===== config.mk =====
export PLATFORM = sky130hd
export DESIGN_NAME = lock_state_display
export DESIGN_NICKNAME = d
export VERILOG_FILES = /design/src/rtl/lock_disp_pkg.sv /design/src/rtl/lock_disp_ctrl.sv /design/src/rtl/lock_disp_datapath.sv /design/src/rtl/lock_state_display.sv
export SDC_FILE = /design/constraint.sdc
export NUM_CORES = 1
export LEC_CHECK = 0
export BUFFER_PORTS_ARGS = -buffer_cell sky130_fd_sc_hd__buf_4
export CAP_MARGIN = 30
export CORE_MARGIN = 1.5
export CORE_UTILIZATION = 35
export DETAILED_ROUTE_END_ITERATION = 10
export PLACE_DENSITY = 0.58
export RECOVER_POWER = 100
export SYNTH_ARGS = -nofsm -noshare
export SYNTH_HDL_FRONTEND = slang
export SYNTH_HIERARCHICAL = 1
export SYNTH_SLANG_ARGS = --single-unit

===== constraint.sdc =====
create_clock -name clk -period 2.1 [get_ports clk]
set_input_delay 0.105 -clock clk [delete_from_list [all_inputs] [get_ports clk]]
set_output_delay 0.105 -clock clk [all_outputs]
set_load 0.01 [all_outputs]

===== src/rtl/lock_disp_pkg.sv =====
package lock_disp_pkg;

  // Strobes from the control side to the segment datapath
  typedef struct packed {
    logic showAlarm;   // alarm glyph selected
    logic showUnlock;  // unlock glyph selected (only when no alarm)
    logic blankNow;    // blink phase says dark
  } dispCtrl_t;

  localparam int SEG_W = 7;

  localparam logic [SEG_W-1:0] GLYPH_U     = 7'h3E;
  localparam logic [SEG_W-1:0] GLYPH_A     = 7'h77;
  localparam logic [SEG_W-1:0] GLYPH_BLANK = 7'h00;

  // Decimal glyphs, bit 0 = segment a ... bit 6 = segment g
  function automatic logic [SEG_W-1:0] digitGlyph(input logic [3:0] d);
    logic [SEG_W-1:0] g;
    case (d)
      4'd0: g = 7'h3F;
      4'd1: g = 7'h06;
      4'd2: g = 7'h5B;
      4'd3: g = 7'h4F;
      4'd4: g = 7'h66;
      4'd5: g = 7'h6D;
      4'd6: g = 7'h7D;
      4'd7: g = 7'h07;
      4'd8: g = 7'h7F;
      4'd9: g = 7'h6F;
      default: g = GLYPH_BLANK;
    endcase
    return g;
  endfunction

endpackage


===== src/rtl/lock_disp_ctrl.sv =====
module lock_disp_ctrl
  import lock_disp_pkg::*;
#(
  parameter int BLINK_HALF = 62_500_000
) (
  input  logic      clk,
  input  logic      rst,
  input  logic      alarmFlag,
  input  logic      unlockFlag,
  output dispCtrl_t ctrl
);

  localparam int CNT_W = (BLINK_HALF > 1) ? $clog2(BLINK_HALF) : 1;
  localparam logic [CNT_W-1:0] TERM = CNT_W'(BLINK_HALF - 1);

  logic [CNT_W-1:0] prescaleCnt;
  logic             blinkPhase;
  logic             atTerm;

  assign atTerm = (prescaleCnt == TERM);

  always_ff @(posedge clk) begin
    if (rst || !alarmFlag) begin
      prescaleCnt <= '0;
      blinkPhase  <= 1'b0;
    end else if (atTerm) begin
      prescaleCnt <= '0;
      blinkPhase  <= ~blinkPhase;
    end else begin
      prescaleCnt <= prescaleCnt + 1'b1;
    end
  end

  always_comb begin
    ctrl.showAlarm  = alarmFlag;
    ctrl.showUnlock = unlockFlag && !alarmFlag;
    ctrl.blankNow   = alarmFlag && blinkPhase;
  end

  // a low alarm sample returns the blink phase to visible
  assert_restart_visible_R6: assert property (@(posedge clk) disable iff (rst)
    !alarmFlag |=> !blinkPhase);

  // reset leaves the prescaler in its visible start state
  assert_reset_visible_R7: assert property (@(posedge clk)
    rst |=> (!blinkPhase && prescaleCnt == '0));

  // the counter never passes the terminal count
  assert_no_overflow_R5: assert property (@(posedge clk) disable iff (rst)
    prescaleCnt <= TERM);

  // the phase flips exactly when a held alarm meets the terminal count
  assert_phase_flip_R5: assert property (@(posedge clk) disable iff (rst)
    (alarmFlag && atTerm) |=> (blinkPhase != $past(blinkPhase)));

  // the two glyph selects are never active together
  assert_glyph_exclusive_R4: assert property (@(posedge clk) disable iff (rst)
    $onehot0({ctrl.showAlarm, ctrl.showUnlock}));

endmodule


===== src/rtl/lock_disp_datapath.sv =====
module lock_disp_datapath
  import lock_disp_pkg::*;
#(
  parameter int STATE_W = 4
) (
  input  logic               clk,
  input  logic               rst,
  input  logic [STATE_W-1:0] stateIdx,
  input  dispCtrl_t          ctrl,
  output logic [SEG_W-1:0]   segOut
);

  logic             inDecimal;
  logic [3:0]       digit;
  logic [SEG_W-1:0] numGlyph;

  // Wide indices are checked for range before the 4-bit narrowing
  generate
    if (STATE_W > 4) begin : g_wide
      assign inDecimal = (stateIdx <= STATE_W'(9));
      assign digit     = stateIdx[3:0];
    end else begin : g_narrow
      assign inDecimal = (4'(stateIdx) <= 4'd9);
      assign digit     = 4'(stateIdx);
    end
  endgenerate

  assign numGlyph = inDecimal ? digitGlyph(digit) : GLYPH_BLANK;

  always_comb begin
    if (ctrl.showAlarm)       segOut = ctrl.blankNow ? GLYPH_BLANK : GLYPH_A;
    else if (ctrl.showUnlock) segOut = GLYPH_U;
    else                      segOut = numGlyph;
  end

  // a visible alarm shows the A glyph
  assert_alarm_glyph_R4: assert property (@(posedge clk) disable iff (rst)
    (ctrl.showAlarm && !ctrl.blankNow) |-> segOut == 7'h77);

  // unlock without alarm shows the U glyph
  assert_unlock_glyph_R3: assert property (@(posedge clk) disable iff (rst)
    (ctrl.showUnlock && !ctrl.showAlarm) |-> segOut == 7'h3E);

  // out-of-range index with no flag blanks the digit
  assert_range_blank_R2: assert property (@(posedge clk) disable iff (rst)
    (!ctrl.showAlarm && !ctrl.showUnlock && stateIdx > STATE_W'(9)) |-> segOut == '0);

endmodule


===== src/rtl/lock_state_display.sv =====
module lock_state_display
  import lock_disp_pkg::*;
#(
  parameter int STATE_W    = 4,
  parameter int BLINK_HALF = 62_500_000
) (
  input  logic               clk,
  input  logic               rst,
  input  logic [STATE_W-1:0] stateIdx,
  input  logic               unlockFlag,
  input  logic               alarmFlag,
  output logic [6:0]         segOut
);

  dispCtrl_t ctrl;

  lock_disp_ctrl #(.BLINK_HALF(BLINK_HALF)) u_ctrl (
    .clk(clk), .rst(rst), .alarmFlag(alarmFlag), .unlockFlag(unlockFlag), .ctrl(ctrl)
  );

  lock_disp_datapath #(.STATE_W(STATE_W)) u_dp (
    .clk(clk), .rst(rst), .stateIdx(stateIdx), .ctrl(ctrl), .segOut(segOut)
  );

endmodule


==> results.cfg <==
[clock_network]
cts_max_level = 1
clk_path_buf_depth = 2
cts.sinks = 27
cts_hold_buf = 0
cts_tree = yes
post-cts-setup-buffers = 0
numCtsBuffers = 3
clk_pin_slew_ps = 90
root_buffer = clkbuf_8
insertion_delay_ps = 270

[grt]
grt_max_degree = 26
grt_pass1_vias = 1283
grt_first_pass_wirelength_um = 5870
grt_use_total = 0.141
antenna_found_initial = 0
grt-ovfl-total = 0

[timing]
hold_ws_ps = 137
fmax_mhz = 508
skew_ps = 4.29
fin_crit_ps = 1970
relSlewSlack = 0.740
drv_slew = 0
rsz0062_at_grt = false
tns_ps = 0
report.final.hold_viol_count = 0
min_period_over_period = 0.938
finalSetupViolations = 0
worst_pin_slew_ps = 384

[cells_and_area]
nNetsFinal = 230
antenna_cells = 0
drive_gt1_frac = 0.135
area_growth_pct = 13.6
fillerInstances = 446
final_core_util = 0.418

[power]
power.density_nw_per_um2 = 492
finalPower_mw = 0.900
vdd_ir_drop_max_uv = 446
p_leak_nw = 0.580

[route]
met1_length_um = 1710
wl_met2_um = 1570
top_layer = met4
wl_met3_um = 90
ant_nets = 0
drt-wirelength-per-cell_um = 12.7
totalWireLength_um = 3380
drc = 0
drt_iter0_drc = 59
drt_first_pass_iters = 4
vias_per_cell = 5.34
via_count = 1426

[worst_setup_path]
slowest_stage = or4_4
cp.arrival_ps = 2180
startpoint_type = flip-flop
timing.rr.start = u_ctrl/prescaleCnt[1]
critPathCaptureType = flip-flop
slowest_delay_ps = 600
worstSetupPathType = flip-flop to flip-flop
cp_num_buf_inv = 0
required_ps = 2310
reg2reg_depth = 5
timing.rr.end = u_ctrl/prescaleCnt[22]
path_cells = ha_2 -> nand4_4 -> or4_4 -> or4_1 -> a21oi_1
r2r_setup_slack_ps = 130
crit_fanout = 7
path_delay_family = simple AND/OR/NAND/NOR gates

[floorplan]
fp-row-count = 24
core-area_um2 = 4380
die_w_um = 70.9
die-area_um2 = 5020
io_pins = 15
die_y_um = 70.9
start_util = 0.368

[logic_synthesis]
synth_edf_count = 0
synth_ff_type = dfxtp_1
synth_cell_type_count = 43
syn_avg_cell_area_um2 = 8.10
syn_inst = 199
ys_seq_area_frac = 0.335
yosysWarningCount = 6
synth_fp_nets = 213
syn-cell-area_um2 = 1610
synthArstFlopShare = 0
yosys_register_bits = 27

[placed_design]
gp_congestion = 0.832
dp_hpwl_um = 2480
io_buffers = 14

[hold_path]
min_path_cells = 3
hold_path.class = input port to flip-flop
min_from = rst
worstHoldEndpoint = u_ctrl/prescaleCnt[22]

[job]
cap_violations = 0

[outcome]
run_status = finished, final reports clean
## repair_timing
| action | 4_1_cts | 5_1_grt |
|---|---|---|
| resized for setup | 0 | 2 |
| endpoints found under the setup margin | 0 | 4 |
| endpoints found under the hold margin | 0 | 0 |
## report_power, final
| part | switching, mW | leakage, nW | total [mW] | internal [mW] |
|---|---|---|---|---|
| combinational | 0.0517 | 0.337 | 0.0950 | 0.0432 |
| clock | 0.158 | 0.0255 | 0.291 | 0.133 |
| sequential | 0.00134 | 0.218 | 0.515 | 0.513 |
| total | 0.211 | 0.580 | 0.900 | 0.689 |
## metal layers
layer,vias to the layer above,track usage
met4,0,0.0210
li1,748,-
met2,14,0.232
met5,-,0
met3,2,0.0313
met1,662,0.196
## Yosys cell counts, types with 2 or more instances
library cell	n	area, um2
dfxtp_1	27	541
nor2_1	22	82.6
a21oi_1	14	70.1
inv_1	11	41.3
nand4_1	11	68.8
nand2_1	10	37.5
o21ai_0	9	45.0
or4_1	9	67.6
xnor2_1	9	78.8
nand3_1	8	40.0
or3_1	7	43.8
ha_1	6	75.1
o31ai_1	6	45.0
nand2b_1	5	31.3
xor2_1	5	43.8
buf_2	4	20.0
clkbuf_1	3	11.3
nor3_1	3	15.0
nor4_1	3	18.8
nor2b_1	2	12.5
o21a_1	2	15.0
o311ai_0	2	17.5
## worst min-delay path, cell delays in order
cell,delay (ps)
buf_4,70
nand2b_1,140
a21oi_1,50
## cell usage in the layout (no fill, tap or decap), drive strengths merged, types with 3 or more instances in the layout
cell type / instances
a21oi: 14
buf: 16
clkbuf: 8
dfxtp: 27
ha: 6
inv: 11
nand2: 10
nand2b: 5
nand3: 8
nand4: 12
nor2: 22
nor3: 3
nor4: 3
o21ai: 10
o31ai: 6
or3: 7
or4: 9
xnor2: 9
xor2: 5
## registers in the layout, indices dropped and copies added (netlist names)
signal	cells
u_ctrl/blinkPhase	1
u_ctrl/prescaleCnt	26
## layout make-up
| class | instances | area, um2 | area share |
|---|---|---|---|
| Clock inverter | 1 | 5.00 | 0.00273 |
| Multi-Input combinational cell | 152 | 986 | 0.539 |
| Tap cell | 52 | 65.1 | 0.0355 |
| Inverter | 11 | 41.3 | 0.0226 |
| Timing Repair Buffer | 21 | 151 | 0.0827 |
| Sequential cell | 27 | 541 | 0.295 |
| Clock buffer | 3 | 41.3 | 0.0226 |
## metrics by stage
step           worst slack (ps)  std cells  area [um2]
4_1_cts                    31.4        267        1840
3_5_place_dp               46.8        263        1800
3_3_place_gp                111        263        1800
2_1_floorplan              99.5        199        1610
6_report                    131        267        1830
5_1_grt                    30.7        267        1830
## kinds of logic after synthesis
| group | synth area share |
|---|---|
| xor+xnor | 0.0761 |
| fa+ha+maj | 0.0466 |
| buf+inv | 0.0567 |
| flops | 0.335 |
| simple gates | 0.330 |
| compound gates | 0.155 |
## worst max path at each step
stage | from | end | slack (ps) | depth (start not counted)
after global placement | u_ctrl/prescaleCnt[1] | u_ctrl/prescaleCnt[22] | 110 | 5
after floorplan | u_ctrl/prescaleCnt[0] | u_ctrl/prescaleCnt[24] | 100 | 6
after CTS | u_ctrl/prescaleCnt[1] | u_ctrl/prescaleCnt[24] | 30 | 5
after detailed placement | u_ctrl/prescaleCnt[1] | u_ctrl/prescaleCnt[24] | 50 | 5
final | u_ctrl/prescaleCnt[1] | u_ctrl/prescaleCnt[22] | 130 | 5
after global routing | u_ctrl/prescaleCnt[1] | u_ctrl/blinkPhase | 30 | 5
No activity file was read; power rests on OpenSTA's default activity.
